**src/rtl/lane_adapter_pkg.sv**
```systemverilog
package lane_adapter_pkg;

  // Width codes seen on cfgWidth
  localparam logic [1:0] WCODE_8   = 2'd0;
  localparam logic [1:0] WCODE_16  = 2'd1;
  localparam logic [1:0] WCODE_32  = 2'd2;
  localparam logic [1:0] WCODE_24P = 2'd3;

  typedef enum logic [1:0] {
    ST_IDLE  = 2'd0,
    ST_CHECK = 2'd1,
    ST_BURST = 2'd2
  } adState_e;

  // Strobes from control to the lane datapath
  typedef struct packed {
    logic       loadCfg;
    logic [1:0] widthSel;
    logic       drive;
    logic       isCapture;
  } laneCtrl_t;

  function automatic logic widthSupported(input logic [1:0] code);
    return code != WCODE_24P;
  endfunction

endpackage

```
**src/rtl/lane_adapter_ctrl.sv**
```systemverilog
module lane_adapter_ctrl
  import lane_adapter_pkg::*;
#(
  parameter int CNT_W             = 16,
  parameter int TX_BURST_FRAMES   = 2,
  parameter int RX_BURST_FRAMES   = 1,
  parameter int SAMPLES_PER_FRAME = 2
) (
  input  logic             clk,
  input  logic             rstN,
  input  logic             segStart,
  input  logic [1:0]       cfgWidth,
  input  logic             cfgCapture,
  input  logic [CNT_W-1:0] segSamples,
  input  logic             perReq,
  input  logic             perReady,
  input  logic             memReady,
  output laneCtrl_t        ctrl,
  output logic             xferValid,
  output logic             busy,
  output logic             segDone,
  output logic             widthErr
);

  localparam int TX_ACC  = TX_BURST_FRAMES * SAMPLES_PER_FRAME;
  localparam int RX_ACC  = RX_BURST_FRAMES * SAMPLES_PER_FRAME;
  localparam int MAX_ACC = (TX_ACC > RX_ACC) ? TX_ACC : RX_ACC;
  localparam int BL_W    = $clog2(MAX_ACC + 1);

  adState_e         state;
  logic [CNT_W-1:0] remain;
  logic [BL_W-1:0]  burstLeft;
  logic             capMode;

  logic             fire;
  logic             acceptStart;
  logic [BL_W-1:0]  accPerBurst;
  logic [BL_W-1:0]  firstLen;

  assign fire        = (state == ST_BURST) && perReady && memReady;
  assign acceptStart = (state == ST_IDLE) && segStart && widthSupported(cfgWidth);
  assign accPerBurst = capMode ? BL_W'(RX_ACC) : BL_W'(TX_ACC);
  assign firstLen    = (remain < CNT_W'(accPerBurst)) ? BL_W'(remain) : accPerBurst;

  always_ff @(posedge clk) begin
    if (!rstN) begin
      state     <= ST_IDLE;
      remain    <= '0;
      burstLeft <= '0;
      capMode   <= 1'b0;
      segDone   <= 1'b0;
      widthErr  <= 1'b0;
    end else begin
      segDone <= 1'b0;
      unique case (state)
        ST_IDLE: begin
          if (segStart) begin
            if (!widthSupported(cfgWidth)) begin
              widthErr <= 1'b1;
            end else begin
              widthErr <= 1'b0;
              capMode  <= cfgCapture;
              if (segSamples == '0) begin
                segDone <= 1'b1;
              end else begin
                remain <= segSamples;
                state  <= ST_CHECK;
              end
            end
          end
        end
        ST_CHECK: begin
          if (perReq) begin
            burstLeft <= firstLen;
            state     <= ST_BURST;
          end
        end
        ST_BURST: begin
          if (fire) begin
            remain    <= remain - 1'b1;
            burstLeft <= burstLeft - 1'b1;
            if (remain == CNT_W'(1)) begin
              state   <= ST_IDLE;
              segDone <= 1'b1;
            end else if (burstLeft == BL_W'(1)) begin
              state <= ST_CHECK;
            end
          end
        end
        default: state <= ST_IDLE;
      endcase
    end
  end

  assign xferValid      = (state == ST_BURST);
  assign busy           = (state != ST_IDLE);
  assign ctrl.loadCfg   = acceptStart;
  assign ctrl.widthSel  = cfgWidth;
  assign ctrl.drive     = (state == ST_BURST);
  assign ctrl.isCapture = capMode;

endmodule

```
**src/rtl/lane_adapter_lanes.sv**
```systemverilog
module lane_adapter_lanes
  import lane_adapter_pkg::*;
#(
  parameter int ADDR_W = 32,
  parameter int DATA_W = 32,
  localparam int REG_BYTES = DATA_W / 8,
  localparam int SZ_W      = $clog2(REG_BYTES) + 1
) (
  input  logic                 clk,
  input  logic                 rstN,
  input  laneCtrl_t            ctrl,
  input  logic [ADDR_W-1:0]    regBase,
  input  logic [DATA_W-1:0]    memRdData,
  input  logic [DATA_W-1:0]    perRdata,
  output logic [ADDR_W-1:0]    perAddr,
  output logic [REG_BYTES-1:0] perByteEn,
  output logic [SZ_W-1:0]      perSize,
  output logic [DATA_W-1:0]    perWdata,
  output logic [DATA_W-1:0]    memWdata
);

  logic [1:0]           widthReg;
  logic [SZ_W-1:0]      sizeBytes;
  logic [REG_BYTES-1:0] laneOn;
  logic [DATA_W-1:0]    laneMask;

  always_ff @(posedge clk) begin
    if (!rstN) widthReg <= WCODE_8;
    else if (ctrl.loadCfg) widthReg <= ctrl.widthSel;
  end

  assign sizeBytes = SZ_W'(1) << widthReg;

  // Big-endian word: a narrow sample sits in the low-order lanes,
  // which are at the highest byte addresses.
  assign perAddr = regBase + ADDR_W'(REG_BYTES) - ADDR_W'(sizeBytes);
  assign perSize = sizeBytes;

  for (genvar i = 0; i < REG_BYTES; i++) begin : g_lane
    assign laneOn[i]          = (SZ_W'(i) < sizeBytes);
    assign laneMask[8*i +: 8] = {8{laneOn[i]}};
  end

  assign perByteEn = ctrl.drive ? laneOn : '0;
  assign perWdata  = (ctrl.drive && !ctrl.isCapture) ? (memRdData & laneMask) : '0;
  assign memWdata  = (ctrl.drive &&  ctrl.isCapture) ? (perRdata & laneMask) : '0;

endmodule

```
**src/rtl/lane_adapter.sv**
```systemverilog
module lane_adapter
  import lane_adapter_pkg::*;
#(
  parameter int ADDR_W            = 32,
  parameter int DATA_W            = 32,
  parameter int CNT_W             = 16,
  parameter int TX_BURST_FRAMES   = 2,
  parameter int RX_BURST_FRAMES   = 1,
  parameter int SAMPLES_PER_FRAME = 2,
  localparam int REG_BYTES = DATA_W / 8,
  localparam int SZ_W      = $clog2(REG_BYTES) + 1
) (
  input  logic                 clk,
  input  logic                 rstN,
  input  logic                 segStart,
  input  logic [1:0]           cfgWidth,
  input  logic                 cfgCapture,
  input  logic [CNT_W-1:0]     segSamples,
  input  logic [ADDR_W-1:0]    regBase,
  input  logic                 perReq,
  input  logic                 perReady,
  input  logic                 memReady,
  input  logic [DATA_W-1:0]    memRdData,
  input  logic [DATA_W-1:0]    perRdata,
  output logic                 xferValid,
  output logic [ADDR_W-1:0]    perAddr,
  output logic [REG_BYTES-1:0] perByteEn,
  output logic [SZ_W-1:0]      perSize,
  output logic [DATA_W-1:0]    perWdata,
  output logic [DATA_W-1:0]    memWdata,
  output logic                 busy,
  output logic                 segDone,
  output logic                 widthErr
);

  laneCtrl_t ctrl;

  lane_adapter_ctrl #(
    .CNT_W            (CNT_W),
    .TX_BURST_FRAMES  (TX_BURST_FRAMES),
    .RX_BURST_FRAMES  (RX_BURST_FRAMES),
    .SAMPLES_PER_FRAME(SAMPLES_PER_FRAME)
  ) u_ctrl (
    .clk       (clk),
    .rstN      (rstN),
    .segStart  (segStart),
    .cfgWidth  (cfgWidth),
    .cfgCapture(cfgCapture),
    .segSamples(segSamples),
    .perReq    (perReq),
    .perReady  (perReady),
    .memReady  (memReady),
    .ctrl      (ctrl),
    .xferValid (xferValid),
    .busy      (busy),
    .segDone   (segDone),
    .widthErr  (widthErr)
  );

  lane_adapter_lanes #(
    .ADDR_W(ADDR_W),
    .DATA_W(DATA_W)
  ) u_lanes (
    .clk      (clk),
    .rstN     (rstN),
    .ctrl     (ctrl),
    .regBase  (regBase),
    .memRdData(memRdData),
    .perRdata (perRdata),
    .perAddr  (perAddr),
    .perByteEn(perByteEn),
    .perSize  (perSize),
    .perWdata (perWdata),
    .memWdata (memWdata)
  );

endmodule

```
**config.mk**
```make
export PLATFORM = sky130hd
export DESIGN_NAME = lane_adapter
export DESIGN_NICKNAME = d
export VERILOG_FILES = /design/src/rtl/lane_adapter_pkg.sv /design/src/rtl/lane_adapter_ctrl.sv /design/src/rtl/lane_adapter_lanes.sv /design/src/rtl/lane_adapter.sv
export SDC_FILE = /design/constraint.sdc
export NUM_CORES = 1
export LEC_CHECK = 0
export BUFFER_PORTS_ARGS = -buffer_cell sky130_fd_sc_hd__buf_2
export CORE_MARGIN = 4
export CORE_UTILIZATION = 47
export CTS_CLUSTER_DIAMETER = 100
export CTS_CLUSTER_SIZE = 10
export DETAILED_ROUTE_END_ITERATION = 16
export PLACE_DENSITY = 0.9
export SLEW_MARGIN = 15
export SYNTH_ARGS = -nofsm -noshare
export SYNTH_HDL_FRONTEND = slang
export SYNTH_SLANG_ARGS = --single-unit
```
**constraint.sdc**
```tcl
create_clock -name clk -period 3.7 [get_ports clk]
set_input_delay 0.37 -clock clk [delete_from_list [all_inputs] [get_ports clk]]
set_output_delay 0.37 -clock clk [all_outputs]
set_load 0.005 [all_outputs]
```
# [Yosys cells after proc, flatten, opt, wreduce, memory -nomap -nowiden]
# Index checks and enable logic that the tools add are counted.
[word_totals] latchBits=0 out_inout_bits=107 ff_bits=26 elab_cells=75 inputBits=121 ram_bits=0 mem_count=0 rom_bits=0
[op_classes] eq_ne=11 reduce_logical=17 n_div=0 shift=1 n_addsub=4 mux=28 n_bitwise=2 mul=0 order_cmp=5
[op_table] cell="32-bit AND" n=2
[op_table] cell="16-bit 2-to-1 mux" n=4
[op_table] cell="32-bit 2-to-1 mux" n=2
[op_table] cell="32-bit by 3-bit adder with 32-bit output (second input constant)" n=1
[op_table] cell="16-bit case mux with 2 select lines" n=1
[op_table] cell="32-bit by 3-bit subtractor with 32-bit output" n=1
[op_table] cell="16-bit by 1-bit equality test with 1-bit output (second input constant)" n=1
[op_table] cell="16-bit zero test" n=1
[op_table] cell="16-bit by 3-bit less-than comparator with 1-bit output" n=1
[op_table] cell="16-bit by 1-bit subtractor with 16-bit output (second input constant)" n=1
[op_table] cell="2-bit 2-to-1 mux" n=7
[op_table] cell="3-bit 2-to-1 mux" n=4
[op_table] cell="2-bit inequality test (second input constant)" n=5
[op_table] cell="1-bit logical AND" n=6
[op_table] cell="1-bit by 3-bit less-than comparator with 1-bit output (first input constant)" n=2
[op_table] cell="2-bit by 3-bit less-than comparator with 1-bit output (first input constant)" n=2
[op_table] cell="1-bit 2-to-1 mux" n=6
[op_table] cell="2-bit case mux with 3 select lines" n=1
[op_table] cell="3-bit case mux with 2 select lines" n=1
[op_table] cell="3-bit AND reduction" n=2
[op_table] cell="6-bit AND reduction" n=1
[op_table] cell="2-bit nonzero test" n=3
[op_table] cell="5-bit AND reduction" n=1
[op_table] cell="4-bit 2-to-1 mux" n=1
[op_table] cell="11 further kinds" n=11

# [Depth between registers and ports, before layout]
# Gate-level depths: netlist of run 1.
[logic_depth] word_depth=5 depth_mapped=12 depth_no_buf=12

# [By module]
# A second synthesis of run 1 with hierarchy kept.
[unflattened] hier_cells=589 area_unflattened_um2=4101.4
[by_module_without_submodules] module="lane_adapter_lanes" n_inst=1 seq_area_each_um2=40.0 area_per_inst_um2=2508.7 cells_per_inst=374
[by_module_without_submodules] module="lane_adapter_ctrl" n_inst=1 seq_area_each_um2=480.5 area_per_inst_um2=1592.8 cells_per_inst=215

# [Worst setup path before layout of run 1]
# Ideal clock, no wire load.
[synth_timing] path_type="reg-to-output" start="reg u_lanes.widthReg[1]" end="out perAddr[27]" slack_ns=0.439 t_arrival_ns=2.891 required_ns=3.330 stages_incl_launch_ff=13 path_buffers=0 cell_sequence="dfxtp_1 -> inv_1 -> ha_1 -> inv_1 -> ha_1 -> ha_1 -> fa_1 -> a21oi_1 -> o211a_1 -> o21ai_0 -> a211o_1 -> a2111oi_0 -> and4b_1"
[synth_via] elab_chain_len=2
[synth_lines] item="from (decl)" line_no="lane_adapter_lanes.sv:22" text="logic [1:0] widthReg;"
[synth_lines] item="from (signal assigned)" line_no="lane_adapter_lanes.sv:29" text="else if (ctrl.loadCfg) widthReg <= ctrl.widthSel;"
[synth_lines] item="1-bit by 2-bit left shift with 3-bit output" line_no="lane_adapter_lanes.sv:32" text="assign sizeBytes = SZ_W'(1) << widthReg;"
[synth_lines] item="net perSize[1]" line_no="lane_adapter.sv:28" text="output logic [SZ_W-1:0] perSize,"
[synth_lines] item="32-bit by 3-bit subtractor with 32-bit output" line_no="lane_adapter_lanes.sv:36" text="assign perAddr = regBase + ADDR_W'(REG_BYTES) - ADDR_W'(sizeBytes);"
[synth_lines] item="to (decl)" line_no="lane_adapter.sv:26" text="output logic [ADDR_W-1:0] perAddr,"
# The timed path passes the listed nets, and every way through them passes these cells.

# [Final worst setup path of run 1]
[layout_timing] start="reg u_lanes.widthReg[0]" end="out perAddr[27]"
[layout_via] elab_chain_len=2
[layout_lines] item="1-bit by 2-bit left shift with 3-bit output" line_no="lane_adapter_lanes.sv:32"
[layout_lines] item="32-bit by 3-bit subtractor with 32-bit output" line_no="lane_adapter_lanes.sv:36"
# No other way between the ends.

==> results of run 1 <==
==> critical path, cell delays in order (launching register included) <==
cell,delay [ns]
dfxtp_2,0.37
inv_1,0.08
ha_1,0.23
ha_1,0.28
inv_1,0.07
fa_2,0.43
a21oi_4,0.17
o211a_1,0.21
o21ai_1,0.10
a211o_1,0.33
a2111oi_4,0.30
and4b_1,0.22
buf_2,0.12
==> power by group through the flow <==
stage,logic [mW],clock network (mW),registers [mW]
after floorplan,0.484,0,0.337
after global placement,0.722,0,0.346
after detailed placement,0.736,0,0.347
after CTS,0.746,0.190,0.341
after global routing,0.875,0.202,0.347
final,0.789,0.188,0.342
==> metrics by stage <==
step                      hold slack [ns]  total power [mW]  worst slack (ns)  utilization  cell area, sq um
final                               0.330              1.32             0.122        0.641              5590
after global routing                0.349              1.42           -0.0223        0.641              5590
after CTS                           0.335              1.28            0.0327        0.629              5490
after detailed placement            0.465              1.08            0.0658        0.620              5410
after global placement              0.466              1.07             0.190        0.620              5410
after floorplan                     0.444             0.821             0.439            -              4230
==> cell usage after synthesis (3+ instances only) <==
cell type   n
nand2b_1    8
o221a_2     4
a21o_1     12
xor2_1      8
a221oi_1    4
xnor2_1    12
o211ai_1    4
dfxtp_1    26
ha_1       43
o211a_1     3
o21bai_1    5
nor2b_1     8
nor3_1     20
nand3b_1    3
nor2_1     52
o21a_1      5
a41oi_1     3
buf_2       4
or3_1       3
and2_1     63
o21ai_0    44
a211oi_1   12
nand2_1    51
o311ai_0    3
a31oi_1    10
a21oi_1    51
nand4_1     7
clkbuf_1   19
nor4_1      9
o2111ai_1   3
a2111oi_0   3
nand3_1    18
and3_1     18
inv_1      56
==> kinds of logic (layout without fill, tap and decap cells) <==
family | Yosys count | in the layout | synth area share
multiplexers | 2 | 2 | 0.00503
AO/OA/AOI/OAI | 184 | 184 | 0.283
flip-flops | 26 | 26 | 0.123
buffers and inverters | 84 | 295 | 0.0781
adder cells (fa/ha/maj) | 44 | 44 | 0.132
AND/OR/NAND/NOR | 270 | 270 | 0.337
XOR/XNOR | 20 | 20 | 0.0414
==> metal layers <==
layer / GRT usage / vias up / share of wire
li1: - / 2676 / -
met1: 0.348 / 2423 / 0.41
met2: 0.407 / 307 / 0.47
met3: 0.0156 / 42 / 0.089
met4: 0.0548 / 0 / 0.026
met5: 0 / - / 0
==> timing repair <==
| action | in CTS | in global routing |
|---|---|---|
| gates resized for setup | 8 | 14 |
| endpoints found under the hold margin | 0 | 0 |
| setup endpoints to repair | 5 | 10 |
| setup buffers | 1 | 3 |
| pin swaps | 3 | 6 |
==> area by class of cell <==
class / instances / area share
Clock buffer: 4 / 0.00985
Inverter: 57 / 0.0383
Multi-Input combinational cell: 520 / 0.621
Tap cell: 108 / 0.0242
Sequential cell: 26 / 0.0940
Timing Repair Buffer: 234 / 0.213
==> worst min path at each step <==
stage / startpoint / endpoint / slack (ns)
final: cfgCapture / u_ctrl.capMode / 0.33
after CTS: cfgCapture / u_ctrl.capMode / 0.34
after detailed placement: u_ctrl.burstLeft[2] / u_ctrl.burstLeft[2] / 0.47
after floorplan: u_ctrl.burstLeft[2] / u_ctrl.burstLeft[2] / 0.44
after global placement: u_ctrl.burstLeft[2] / u_ctrl.burstLeft[2] / 0.47
after global routing: cfgCapture / u_ctrl.capMode / 0.35
==> registers in the layout, indices dropped and copies added (netlist names) <==
| signal | cells |
|---|---|
| u_ctrl.capMode | 1 |
| u_ctrl.burstLeft | 3 |
| u_ctrl.remain | 16 |
| u_lanes.widthReg | 2 |
| u_ctrl.state | 2 |
| u_ctrl.widthErr | 1 |
| u_ctrl.segDone | 1 |
==> impl_metrics.ini, run 1 <==
[final_layout]
final_common_cell = buf_2
drive_above_1_share = 0.314
multi_input_area_sq_mm = 0.00347
diodes = 0
fin_cells = 949
fillers = 801
fin_nets = 1007
regArea_sq_um = 526
final_cell_mix = buf_2, and2_1, inv_1
syn2layout_area_growth_pct = 32.1

[clock_tree]
htreeDepth = 1
ctsHoldBuffers = 0
clk_latency_ns = 0.27
cts_buffers = 3
cts_num_sinks = 26
path_clk_slew_ns = 0.09
clock-root-buffer = clkbuf_8
clock_path_buffers = 2
cts_tree = built

[outcome]
outcome = finished, final reports clean

[route]
dr.pass1.iters = 5
routed_via_density = 5.74
drt-total-wl_um = 14300
ant_nets = 0
wl_per_cell_um = 15.1
num_vias = 5448
drc_errors = 0
drt_iter0_markers = 323

[timing]
skew_ns = 0.00414
finalSetupViolations = 0
post-route-period-util = 0.967
slew_headroom = 0.513
worst_pin_slew_ns = 0.723
period_minus_slack_ns = 3.58
timing.fmax_mhz = 279
drv_slew = 0
tns_ns = 0
final_hold_viol_count = 0
rsz0062_at_grt = yes

[worst_hold_path]
whs_path_depth = 3
min-delay-path-class = input port to flip-flop

[critical_path]
endpoint = perAddr[27]
cp-end-kind = output port
crit_type = flip-flop to output port
cp.required_ns = 3.33
crit_start = u_lanes.widthReg[0]
arrival_ns = 3.21
reg2reg_depth = 6
startpoint_type = flip-flop
reg2reg_to = u_ctrl.state[0]
r2r-start = u_ctrl.remain[8]
path_max_fanout = 4
r2r_setup_slack_ns = 1.48

[yosys]
synth-seq-area-share = 0.123
synth-edff-count = 0
ys_top_cells_by_area = ha_1, dfxtp_1, and2_1, a21oi_1, o21ai_0
synth_cell_types = 64
syn_inst = 630
synth_top_area_cell = ha_1
syn_avg_cell_area_sq_um = 6.72
synth.ff_latch_count = 26
postSynthNetCount = 795
netlist_area_sq_mm = 0.00423
synthArstFlopShare = 0
ys.flop_type = dfxtp_1
yosysTopAreaCellShare = 0.127
ys_warn_count = 0

[power]
p_switching_mw = 0.569
pwr-share-clk = 0.143
combPwrFrac = 0.598
p_int_mw = 0.750
p_sw_frac = 0.431
ir_worst_vdd_uv = 189
leakage_nw = 2.98
p_per_area_mw_per_mm2 = 236
pwr-share-seq = 0.259

[place]
gp_congestion = 0.940
dp_hpwl_um = 11500
portBuffers = 227
dp.cells = 941

[floorplanning]
start_util = 0.485
dieArea_sq_mm = 0.0106
die_h_um = 103
ioPinCount = 228
die_w_um = 103
num_rows = 34
coreArea_sq_mm = 0.00872

[grt]
track_usage = 0.245
overflow = 0
grt_pass1_wl_um = 21600
grt_max_degree = 30
antenna_found_initial = 0
grt_pass1_vias = 4650

[run]
maxCapViolCount = 0
Note: power is estimated with default switching activity, not from simulation.
==> run 2: changes to the inputs <==
Settings changed: RECOVER_POWER set to 100.
==> run 2 against run 1 <==
Effect of this change:
- via count is 0.31% higher
- sequential share of layout area is 0.11 points higher
- critical path type unchanged
- critical endpoint unchanged
- clock power is essentially flat
- die area unchanged
- highest routed layer unchanged
- first-iteration DRC count down 2.8%
==> impl_metrics.ini, run 2 (synthesized netlist as in run 1, its figures left out) <==
[outcome]
outcome = finished, final reports clean

[floorplanning]
start_util = 0.485
coreArea_sq_mm = 0.00872
dieArea_sq_mm = 0.0106
die_w_um = 103
num_rows = 34
ioPinCount = 228
die_h_um = 103

[place]
dp_hpwl_um = 11500
dp.cells = 941
gp_congestion = 0.940
portBuffers = 227

[critical_path]
arrival_ns = 3.20
crit_type = flip-flop to output port
r2r_setup_slack_ns = 1.10
startpoint_type = flip-flop
cp-end-kind = output port
path_delay_family = compound AO/OA/AOI/OAI gates
crit_path_top_delay_cell = fa_2
worstPathCellList = inv_1 -> ha_1 -> ha_1 -> inv_1 -> fa_2 -> a21oi_4 -> o211a_1 -> o21ai_1 -> a211o_1 -> a2111oi_4 -> and4b_1 -> buf_2
cpPeakStageDelay_ns = 0.43
cp.required_ns = 3.33
path_buf_inv = 3
path_max_fanout = 4

[clock_tree]
ctsHoldBuffers = 0
cts_buffers = 3
clock-root-buffer = clkbuf_8
cts_num_sinks = 26
clk_latency_ns = 0.28
path_clk_slew_ns = 0.09
clock_path_buffers = 2
cts_tree = built
htreeDepth = 1

[timing]
worst_pin_slew_ns = 1.21
rsz0062_at_grt = yes
finalSetupViolations = 0
post-route-period-util = 0.966
timing.fmax_mhz = 280
final_hold_viol_count = 0
drv_slew = 0
slew_headroom = 0.193
skew_ns = 0.00577
period_minus_slack_ns = 3.57

[grt]
antenna_found_initial = 0
grt_max_degree = 30
track_usage = 0.245
overflow = 0
grt_pass1_vias = 4650
grt_pass1_wl_um = 21600

[power]
ir_worst_vdd_uv = 190
power_mw = 1.31
leakage_nw = 2.81
p_per_area_mw_per_mm2 = 237

[route]
drt-total-wl_um = 14300
wl_per_cell_um = 15.1
drc_errors = 0
routed_via_density = 5.76
dr.pass1.iters = 6
num_vias = 5465
drt_iter0_markers = 314
ant_nets = 0

[final_layout]
drive_above_1_share = 0.276
regMostFlops = u_ctrl.remain
final_cell_mix = buf_2, inv_1, nor2_1
fin_nets = 1007
final_common_cell = buf_2
reg_top3 = u_ctrl.remain x16, u_ctrl.burstLeft x3
largest_reg_flops = 16
diodes = 0
fin_cells = 949
syn2layout_area_growth_pct = 30.6

[worst_hold_path]
min-delay-path-class = input port to flip-flop

[run]
maxCapViolCount = 0
-- run 2: through the flow --
stage	utilization	setup TNS, ns	setup WS [ns]	hold WS (ns)	area, sq um
3_3_place_gp	0.620	0	0.190	0.466	5410
2_1_floorplan	-	0	0.439	0.444	4230
5_1_grt	0.634	-0.0283	-0.0223	0.349	5530
6_report	0.634	0	0.127	0.330	5530
4_1_cts	0.629	0	0.0327	0.335	5490
3_5_place_dp	0.620	0	0.0658	0.465	5410
-- run 2: layout make-up --
cell class                 count  area, sq um
multi-input combinational    520         3450
fill                         813         3190
tap                          108          135
clock buffer                   4         55.1
timing repair buffer         234         1140
sequential                    26          526
inverter                      57          214
-- run 2: final timing paths --
path                            depth (start not counted)                  end                start
worst max-delay path                                   12          perAddr[27]  u_lanes.widthReg[0]
worst min-delay path                                    3       u_ctrl.capMode           cfgCapture
worst max register to register                          6      u_ctrl.state[0]     u_ctrl.remain[8]
worst min register to register                          2  u_ctrl.burstLeft[2]  u_ctrl.burstLeft[2]
-- run 2: repair_timing --
item | CTS | global route
endpoints found under the hold margin | 0 | 0
buffers inserted | 1 | 3
resized for setup | 8 | 14
pin swaps | 3 | 6
setup endpoints to repair | 5 | 10
-- run 2: per-layer routing --
metal,vias up,GRT usage,wire [um]
met1,2449,0.348,5940
li1,2682,-,-
met4,0,0.0548,313
met2,300,0.407,6840
met3,34,0.0156,1260
met5,-,0,0
-- run 2: power by group --
| group | switching, mW | internal (mW) | total, mW |
|---|---|---|---|
| combinational | 0.439 | 0.339 | 0.779 |
| clock | 0.0936 | 0.0953 | 0.189 |
| sequential | 0.0333 | 0.307 | 0.340 |
| total | 0.566 | 0.742 | 1.31 |
-- run 2: worst min-delay path, cell delays in order --
cell and delay (ns):
buf_2 0.08, mux2i_1 0.05, nor2_1 0.07
==> run 3: changes to the inputs <==
Settings changed: PLACE_DENSITY 0.9 to 0.83, SLEW_MARGIN 15 to 20.
==> run 3 against run 2 <==
Effect of this change:
- hold slack worse by 0.012 ns
- sequential share of layout area hardly changed
- clock power hardly changed
- global-route usage is 0.22 points lower
- clock skew hardly changed
- final area is 0.41% lower
- fmax is 0.32% lower
- critical endpoint unchanged
==> impl_metrics.ini, run 3 (synthesized netlist as in run 1, its figures left out) <==
[place]
gp_congestion = 0.985
dp_hpwl_um = 11400
dp.cells = 941
dpl_worst_slack_ns = 0.0731
portBuffers = 227

[route]
drt-total-wl_um = 13900
drt_iter0_markers = 196
drc_errors = 0
ant_nets = 0
dr.pass1.iters = 5
routed_via_density = 5.63
num_vias = 5332
wl_per_cell_um = 14.6

[timing]
slew_headroom = 0.104
period_minus_slack_ns = 3.58
timing.fmax_mhz = 279
holdWs_ns = 0.318
post-route-period-util = 0.969
tns_ns = 0
finalSetupViolations = 0
worst_pin_slew_ns = 1.34
drv_slew = 0
skew_ns = 0.00573
fin_ws_ns = 0.115
final_hold_viol_count = 0

[critical_path]
arrival_ns = 3.21
path_max_fanout = 5
startpoint_type = flip-flop
r2r_setup_slack_ns = 1.14
path_buf_inv = 3
worstPathCellList = inv_2 -> ha_1 -> inv_1 -> ha_4 -> ha_4 -> fa_2 -> a21oi_4 -> o211a_1 -> o21ai_2 -> a211o_1 -> a2111oi_2 -> and4b_1 -> buf_2
cpPeakStageDelay_ns = 0.42
path_delay_family = compound AO/OA/AOI/OAI gates
reg2reg_depth = 8
crit_top_cell = ha_4
path_depth = 13
crit_path_top_delay_cell = fa_2
cp.required_ns = 3.33
crit_type = flip-flop to output port
cp-end-kind = output port

[grt]
grt_pass1_wl_um = 21300
antenna_found_initial = 0
track_usage = 0.242
grt_pass1_vias = 4683
grt_max_degree = 34
overflow = 0

[power]
ir_worst_vdd_uv = 303
p_per_area_mw_per_mm2 = 235
leakage_nw = 2.80

[final_layout]
reg_top3 = u_ctrl.remain x16, u_ctrl.burstLeft x3
final_cell_mix = buf_2, inv_1, nor2_1
fin_nets = 1005
finish.utilization = 0.631
largest_reg_flops = 16
diodes = 0
fillers = 875
regArea_sq_um = 524
fin_cells = 947
final_common_cell = buf_2
regMostFlops = u_ctrl.remain
drive_above_1_share = 0.273
syn2layout_area_growth_pct = 30.1
multi_input_area_sq_mm = 0.00345

[clock_tree]
htreeDepth = 1
ctsHoldBuffers = 0
path_clk_slew_ns = 0.09
cts_num_sinks = 26
clock-root-buffer = clkbuf_8
clock_path_buffers = 2
cts_tree = built
clk_latency_ns = 0.28
cts_buffers = 3

[floorplanning]
dieArea_sq_mm = 0.0106
die_w_um = 103
start_util = 0.485
ioPinCount = 228
die_h_um = 103
num_rows = 34
coreArea_sq_mm = 0.00872

[worst_hold_path]
whs_path_depth = 3
min-delay-path-class = input port to flip-flop

[outcome]
outcome = finished, final reports clean

[run]
maxCapViolCount = 0
==> run 3: report_power, final <==
group	leakage, nW	internal, mW	switching [mW]	total (mW)
Clock	0.0288	0.0954	0.0930	0.188
Combinational	2.56	0.335	0.431	0.766
Sequential	0.214	0.307	0.0343	0.341
Total	2.80	0.737	0.558	1.29
==> run 3: path summary, 6_finish.rpt <==
path / start / endpoint
setup / recovery: u_lanes.widthReg[1] / perAddr[27]
hold / removal: cfgCapture / u_ctrl.capMode
setup reg to reg: u_ctrl.state[1] / u_ctrl.burstLeft[2]
hold reg to reg: u_ctrl.burstLeft[2] / u_ctrl.burstLeft[2]
==> run 3: metrics by stage <==
stage | area [sq um] | power [mW]
after floorplan | 4230 | 0.821
after global placement | 5410 | 1.07
after detailed placement | 5410 | 1.08
after CTS | 5500 | 1.28
after global routing | 5500 | 1.40
final | 5500 | 1.30
==> run 3: area by class of cell <==
type                            count  share of cell area
Clock buffer                        4              0.0100
Timing Repair Buffer              232               0.205
Sequential cell                    26              0.0952
Multi-Input combinational cell    520               0.626
Inverter                           57              0.0389
Tap cell                          108              0.0246
==> run 3: per-layer routing <==
metal | global-route usage | share of wire | up-vias
li1 | - | - | 2680
met1 | 0.331 | 0.42 | 2399
met2 | 0.423 | 0.48 | 234
met3 | 0.0169 | 0.088 | 19
met4 | 0.0448 | 0.013 | 0
met5 | 0 | 0 | -
==> run 3: worst register-to-register path, stage by stage, from the launching register on <==
cell	delay, ns
dfxtp_1	0.48
nand2b_1	0.11
inv_1	0.06
clkbuf_1	0.97
nand3_1	0.28
nand2_1	0.22
and3_1	0.17
o311ai_0	0.11
nand2_1	0.10
==> run 3: what timing repair did <==
item | CTS | global route
hold endpoints to repair | 0 | 0
resized for setup | 8 | 15
setup endpoints to repair | 7 | 11
setup buffers | 0 | 2
pin swaps | 0 | 8
